==> config.mk <==
export PLATFORM = sky130hd
export DESIGN_NAME = rc_alu
export DESIGN_NICKNAME = d
export VERILOG_FILES = /design/src/rtl/rc_alu.sv
export SDC_FILE = /design/constraint.sdc
export NUM_CORES = 1
export LEC_CHECK = 0
export ABC_AREA = 1
export CORE_MARGIN = 2
export CORE_UTILIZATION = 55
export DETAILED_ROUTE_END_ITERATION = 16
export PLACE_DENSITY_LB_ADDON = 0.25
export SYNTH_ARGS = -nofsm -noshare
export SYNTH_HDL_FRONTEND = slang
export SYNTH_SLANG_ARGS = --single-unit
==> constraint.sdc <==
create_clock -name vclk -period 38.5
set_clock_uncertainty 0.1 [all_clocks]
set_input_delay 3.85 -clock vclk [all_inputs]
set_output_delay 3.85 -clock vclk [all_outputs]
set_load 0.05 [all_outputs]
==> src/rtl/rc_alu.sv <==
module rc_alu #(
  parameter int W = 32
) (
  input  logic [W-1:0] a,
  input  logic [W-1:0] b,
  input  logic [3:0]   op,
  input  logic         inv_b,
  input  logic         uns,
  output logic [W-1:0] y,
  output logic         zero,
  output logic         ovf,
  output logic         cout
);
  localparam int MSB = W - 1;

  logic arith, is_sub, flip, set_lt, c_msb_in;
  logic [W-1:0] sum;

  assign arith  = (op[3:2] == 2'b01);
  assign is_sub = arith && (op[1:0] != 2'b00);
  assign flip   = is_sub || (!op[3] && !op[2] && inv_b);

  genvar i;
  generate
    for (i = 0; i < W; i++) begin : g_cell
      logic ci, co, bx, s, lt_in;
      if (i == 0) begin : g_lsb
        assign ci    = is_sub;
        assign lt_in = set_lt;
      end else begin : g_up
        assign ci    = g_cell[i-1].co;
        assign lt_in = 1'b0;
      end
      assign bx = b[i] ^ flip;
      assign s  = a[i] ^ bx ^ ci;
      assign co = (a[i] & bx) | (a[i] & ci) | (bx & ci);
      assign sum[i] = s;
      always_comb begin
        unique case (op)
          4'd0:    y[i] = a[i] & bx;
          4'd1:    y[i] = a[i] | bx;
          4'd2:    y[i] = a[i] ^ bx;
          4'd3:    y[i] = ~(a[i] | bx);
          4'd4,
          4'd5:    y[i] = s;
          4'd6,
          4'd7:    y[i] = lt_in;
          default: y[i] = 1'b0;
        endcase
      end
    end
  endgenerate

  assign c_msb_in = g_cell[MSB].ci;
  assign cout     = g_cell[MSB].co;
  assign set_lt   = op[0] ? ~cout : sum[MSB];
  assign zero     = ~|y;
  assign ovf      = arith && !op[1] && !uns && (c_msb_in ^ cout);
endmodule


# Word level (Yosys, flattened, before mapping)
# Index checks and enable logic that the tools add are counted.
# word_totals
regBits,0
# classes
eq_ne,8
muxes,33
bitwise,322
n_reduce_logical,17
# op_table
operator,count
$pmux 1 s5,31
$xor 1x1->1,97
$and 1x1->1,96
$or 1x1->1,96
$not 1->1,33
$reduce_or 32->1,1
$eq 4x3->1 const B,4
$eq 4x2->1 const B,2
$logic_and 1x1->1,6
$pmux 1 s6,1
$logic_not 1->1,5
$eq 4x1->1 const B,1
$logic_not 4->1,1
$reduce_or 2->1,2
$eq 2x1->1 const B,1
$reduce_bool 2->1,1
$logic_or 1x1->1,1
$mux 1,1

# Depth between registers and ports, before layout
# Gate-level depths: netlist (run 1).
# logic_depth
ltp_word,106
mapped_depth,51

# Least setup slack after synthesis (run 1)
# Ideal clock, no wire load.
# synth_timing
path_type,input-to-output
start,in op[3]
end,out zero
t_arrival_ns,18.299
required_ns,34.550
setup_slack_ns,16.251
stages,50
n_path_buf,2
cell_sequence,nor2_2 > buf_4 > buf_4 > nand2_1 > o21ai_2 > xor2_1 > ha_1 > a31o_2 > fa_1 > fa_1 > fa_1 > fa_1 > fa_1 > fa_1 > fa_1 > fa_1 > fa_1 > fa_1 > [14 not listed] > fa_1 > fa_1 > fa_1 > fa_1 > fa_1 > fa_1 > inv_1 > fa_1 > nand2_1 > nand2_1 > nor2_1 > nor2_1 > nand3_1 > nor2_1 > nand2_1 > nor2_1 > nand2_1 > nor2_1
# synth_via
elab_chain_len,106
# synth_rtl
element,line,source
start: declaration,6,"input logic [3:0] op,"
$logic_not 1->1,21,assign flip = is_sub || (!op[3] && !op[2] && inv_b);
$logic_and 1x1->1 (2 in a row),21,
$logic_or 1x1->1,21,
$xor 1x1->1,34,assign bx = b[i] ^ flip;
$and 1x1->1,"36, 40",
$or 1x1->1 (2 in a row),36,assign co = (a[i] & bx) | (a[i] & ci) | (bx & ci);
$and 1x1->1,36,
$or 1x1->1 (2 in a row),36,
[87 not listed],n/a,
$and 1x1->1,36,
$or 1x1->1 (2 in a row),36,
$not 1->1,56,assign set_lt = op[0] ? ~cout : sum[MSB];
$mux 1,56,
$pmux 1 s6 (*),39,unique case (op)
net y[0],9,"output logic [W-1:0] y,"
$reduce_or 32->1 (*),57,assign zero = ~|y;
$logic_not 1->1 (*),57,
end: declaration,10,"output logic zero,"
# Mark *: on every way through the listed nets, which the timed path passes. The rest lies on a longest branch.

# Final worst setup path (run 1)
# layout_timing
start,in op[2]
end,out zero
# layout_via
elab_chain_len,106
# layout_rtl
element,line
$logic_not 1->1,21
$logic_and 1x1->1 (2 in a row),21
$logic_or 1x1->1,21
$xor 1x1->1,34
$and 1x1->1,"36, 40"
$or 1x1->1 (2 in a row),36
$and 1x1->1,36
$or 1x1->1 (2 in a row),36
[85 not listed],n/a
$or 1x1->1 (2 in a row),36
$and 1x1->1,36
$or 1x1->1 (2 in a row),36
$not 1->1,56
$mux 1,56
$pmux 1 s6,39
$reduce_or 32->1 (*),57
$logic_not 1->1 (*),57
# Every way passes the cells marked *; elsewhere a longest branch is shown, timed or not.

==> metrics.yaml, run 1 <==
power:
  p_comb_share_pct: 100.0
  p_leak_nw: 2.71
  p_sw_mw: 0.0528
  p_clk_share_pct: 0
  powerDensity_nw_per_um2: 17.7
  power_frac_seq_pct: 0
  intPower_mw: 0.0323
  p_sw_share_pct: 62.1
  peakVddDrop_v: 0.0000101
setup_path:
  crit_arrival_ns: 20.46
  critical_path_class: "in -> out"
  cp-startpoint: "op[2]"
  cp.required_ns: 34.55
  cpMostUsedCell: "fa_1"
  crit_fanout: 74
  path_buf_inv: 6
  slowest_stage: "clkdlybuf4s50_1"
  cp_top_family: "adder cells"
  max_stage_delay_ns: 0.85
  crit_cells: 52
  cp-endpoint: "zero"
  critPathLaunchType: "input port"
  critPathCaptureType: "output pin"
finish:
  nFillCells: 573
  nNetsFinal: 870
  regArea_um2: 0
  drive_gt1_share_pct: 1.99
  seq_cell_count: 0
  multiInputGateArea_um2: 3120
  num-clock-buffers: 0
  area_delta_synth_final_pct: 27.9
  n_antenna_cell: 0
  instances_no_fill: 783
placement:
  gp_congestion: 0.913
  pre_cts_ws_ns: 14.18
  dpl.hpwl_um: 8080
  dp_cells: 783
  port_buffers: 105
timing:
  setup_tns_ns: 0
  relSlewSlack_pct: 18.8
  fin_crit_sh_pct: 63.4
  setup_viol: 0
  report.final.slew_viol_count: 0
  finalWorstSetupSlack_ns: 14.09
  fmax_mhz: 41.0
  hold_violations: 0
  rsz0062_at_grt: "false"
  min_period_ns: 24.41
  worstMarginPinSlew_ns: 1.22
synthesis:
  yosys.area.top_type: "ha_1"
  yosysUniqueCellTypes: 20
  synth_cells: 617
  synth.most_common_cell: "nand2_1"
  yosysTopAreaCellShare_pct: 21.3
  seq_area_frac_synth_pct: 0
  syn_avg_cell_area_um2: 6.08
  yosys_warnings: 0
  netlist_area_um2: 3750
  synth_area_leaders: "ha_1 (21%), fa_1 (17%), nand2_1 (15%), inv_1 (13%), nand3_1 (9.9%)"
  yosys-top-cells-count: "nand2_1 (146), inv_1 (131), nor2_1 (87)"
  synth_nets: 782
cts:
  cts_hold_buffers: 0
  cts.repair.resized: 0
  cts_setup_buffers: 0
die:
  die_x_um: 86.6
  die_h_um: 86.6
  ios: 105
  start_util_pct: 56.2
  placementRows: 30
  die_area_um2: 7500
  core_um2: 6680
drt:
  postRouteAntennaNets: 0
  vias: 4091
  dr.pass1.iters: 5
  routed_wl_um: 10500
  viasPerCell: 5.22
  post-route-drc-count: 0
  first_iter_violations: 222
  wire_per_inst_um: 13.4
global_routing:
  grt_pass1_wl_um: 17400
  grt_max_degree: 75
  grt_remaining_overflow: 0
  grtUsageTotal_pct: 28.1
  antenna_found_initial: 0
  grt_pass1_vias: 4096
min_path:
  hp-class: "in -> out"
status:
  outcome: "finished, final reports clean"
run:
  max_cap_viol_count: 0
worst min-delay path, delay by kind of cell:
family                 cells  cell delay, ns
AO/OA/AOI/OAI              1            0.05
buffers and inverters      2            1.14
per-stage QoR:
step	hold WS, ns	instance area, um^2	total power [mW]	utilization (%)
floorplan	7.78	3750	0.0563	-
global placement	8.81	4800	0.0814	71.9
detailed placement	8.79	4800	0.0847	71.9
CTS	8.79	4800	0.0851	71.9
global route	8.81	4800	0.0946	71.9
finish	8.79	4800	0.0851	71.9
power by group through the flow:
stage	logic (mW)	clock network, mW	registers, mW
finish	0.0851	0	0
CTS	0.0851	0	0
global route	0.0946	0	0
floorplan	0.0563	0	0
global placement	0.0814	0	0
detailed placement	0.0847	0	0
routing by layer:
| metal | track usage [%] | vias up | part of all wire [%] |
|---|---|---|---|
| met5 | 0 | - | 0 |
| met4 | 9.66 | 0 | 1.9 |
| met3 | 2.10 | 18 | 6.9 |
| met2 | 53.6 | 172 | 52 |
| met1 | 32.8 | 1898 | 39 |
| li1 | - | 2003 | - |
worst min-delay path by stage:
stage          from  endpoint  slack (ns)  cells past startpoint
2_1_floorplan   uns       ovf        7.78                      1
3_3_place_gp    uns       ovf        8.81                      3
3_5_place_dp    uns       ovf        8.79                      3
4_1_cts         uns       ovf        8.79                      3
5_1_grt         uns       ovf        8.81                      3
6_report        uns       ovf        8.79                      3
cell type report:
| type | instances | share of cell area (%) |
|---|---|---|
| inverter | 132 | 10.3 |
| multi-input combinational | 461 | 64.9 |
| tap | 80 | 2.08 |
| timing repair buffer | 110 | 22.7 |
layout by cell type, fill, tap and decap left out:
cell             instances
a211oi_1                 1
a31o_2                   1
buf_4                    5
clkdlybuf4s50_1        105
fa_1                    31
ha_1                    64
inv_1                  131
inv_2                    1
nand2_1                146
nand2_2                  2
nand3_1                 74
nand3b_1                 2
nor2_1                  87
nor2_2                   3
nor2_4                   1
nor3_1                   1
o21ai_0                 15
o21ai_4                  1
xor2_1                  32
cells by family (layout without fill, tap and decap cells):
kind of cell,after synthesis,after routing,synth area share [%]
compound gates,18,18,2.67
xor+xnor,32,32,7.47
fa+ha+maj,95,95,37.9
buf+inv,156,242,17.3
simple gates,316,316,34.7
Note: power is estimated with default switching activity, not from simulation.
==> run 2: changes to the inputs <==
CORE_UTILIZATION = 52   (was 55)
clock period = 23.3 ns   (was 38.5 ns; I/O delays follow)
==> metrics.yaml, run 2 (synthesized netlist as in run 1, its figures left out) <==
status:
  outcome: "finished, final reports clean"  # unchanged
finish:
  seq_cell_count: 0  # unchanged
  final_cell_area_um2: 4820  # was 4800 um^2
  final_cell_mix: "nand2_1 (146), inv_1 (131), clkdlybuf4s50_1 (105), nor2_1 (87), nand3_1 (74)"  # unchanged
  n_antenna_cell: 0  # unchanged
  drive_gt1_share_pct: 1.99  # unchanged
  area_delta_synth_final_pct: 28.4  # was 27.9%
  num-clock-buffers: 0  # unchanged
  regArea_um2: 0  # unchanged
  nNetsFinal: 870  # unchanged
  final_common_cell: "nand2_1"  # unchanged
global_routing:
  grt_pass1_vias: 3949  # was 4096
  grtUsageTotal_pct: 27.0  # was 28.1%
  antenna_found_initial: 0  # unchanged
  grt_max_degree: 75  # unchanged
  grt_pass1_wl_um: 17200  # was 17400 um
  grt_remaining_overflow: 0  # unchanged
timing:
  setup_viol: 0  # unchanged
  hold_violations: 0  # unchanged
  worstMarginPinSlew_ns: 1.23  # was 1.22 ns
  min_period_ns: 20.71
  setup_tns_ns: 0  # unchanged
  report.final.slew_viol_count: 0  # unchanged
  fmax_mhz: 48.3
  rsz0062_at_grt: "false"  # unchanged
  finalWorstSetupSlack_ns: 2.59  # was 14.09 ns
  fin_crit_sh_pct: 88.9
  relSlewSlack_pct: 17.6  # was 18.8%
setup_path:
  critPathCaptureType: "output pin"  # unchanged
  cpMostUsedCell: "fa_1"  # unchanged
  critPathLaunchType: "input port"  # unchanged
  cp-endpoint: "zero"  # unchanged
  slowest_stage: "clkdlybuf4s50_1"  # unchanged
  crit_fanout: 74  # unchanged
  cp_top_family: "adder cells"  # unchanged
  crit_arrival_ns: 18.28  # was 20.46 ns
  cp-startpoint: "op[3]"  # was op[2]
  critical_path_class: "in -> out"  # unchanged
  cp.required_ns: 20.87  # was 34.55 ns
  crit_cells: 50  # was 52
  path_buf_inv: 5  # was 6
  max_stage_delay_ns: 0.80  # was 0.85 ns
min_path:
  hp-class: "in -> out"  # unchanged
drt:
  vias: 4019  # was 4091
  routed_wl_um: 10400  # was 10500 um
  dr.pass1.iters: 5  # unchanged
  first_iter_violations: 224  # was 222
  post-route-drc-count: 0  # unchanged
  viasPerCell: 5.03  # was 5.22
  postRouteAntennaNets: 0  # unchanged
  wire_per_inst_um: 13.1  # was 13.4 um
die:
  start_util_pct: 54.3  # was 56.2%
  core_um2: 6910  # was 6680 um^2
  placementRows: 30  # unchanged
  die_x_um: 89.0  # was 86.6 um
  die_area_um2: 7910  # was 7500 um^2
  ios: 105  # unchanged
  die_h_um: 89.0  # was 86.6 um
placement:
  gp_congestion: 0.905  # was 0.913
  port_buffers: 105  # unchanged
  dpl.hpwl_um: 8220  # was 8080 um
  pre_cts_ws_ns: 2.59  # was 14.18 ns
  placed_cell_area_um2: 4820  # was 4800 um^2
power:
  p_leak_nw: 2.71  # unchanged
  peakVddDrop_v: 0.0000190  # was 0.0000101 V
  powerDensity_nw_per_um2: 29.1  # was 17.7 nW/um^2
cts:
  cts_hold_buffers: 0  # unchanged
  cts_setup_buffers: 0  # unchanged
  cts.repair.resized: 0  # unchanged
run:
  max_cap_viol_count: 0  # unchanged
[run 2: cell type report]
type	instances	area [um^2]
repair buffers	110	1090
multi-input cells	461	3120
well taps	96	120
fillers	597	2090
inverters	132	495
[run 2: metal layers]
| metal | share of wire, % | GRT usage [%] | up-vias |
|---|---|---|---|
| met1 | 42 | 34.4 | 1824 |
| met2 | 49 | 50.5 | 163 |
| met5 | 0 | 0 | - |
| li1 | - | - | 2011 |
| met4 | 1.5 | 5.83 | 0 |
| met3 | 7.5 | 1.20 | 21 |
[run 2: stage by stage]
stage                     hold slack [ns]  utilization [%]  instances  power, mW
after global routing                 5.76             69.8        799      0.157
after floorplan                      4.74                -        617     0.0930
after global placement               5.77             69.8        799      0.135
after CTS                            5.75             69.8        799      0.141
final                                5.75             69.8        799      0.140
after detailed placement             5.75             69.8        799      0.140
[run 2: tightest hold or removal path, delay by kind of cell]
| kind | cells | cell delay (ns) |
|---|---|---|
| compound gates | 1 | 0.04 |
| buf+inv | 2 | 1.14 |
[run 2: worst min-delay path by stage]
stage / start / to / slack (ns) / cells after the start
after floorplan: uns / ovf / 4.74 / 1
after global placement: uns / ovf / 5.77 / 3
after detailed placement: uns / ovf / 5.75 / 3
after CTS: uns / ovf / 5.75 / 3
after global routing: uns / ovf / 5.76 / 3
final: uns / ovf / 5.75 / 3
[run 2: where the power goes]
part | internal, mW | switching, mW
clock network | 0 | 0
logic | 0.0530 | 0.0872
registers | 0 | 0
total | 0.0530 | 0.0872
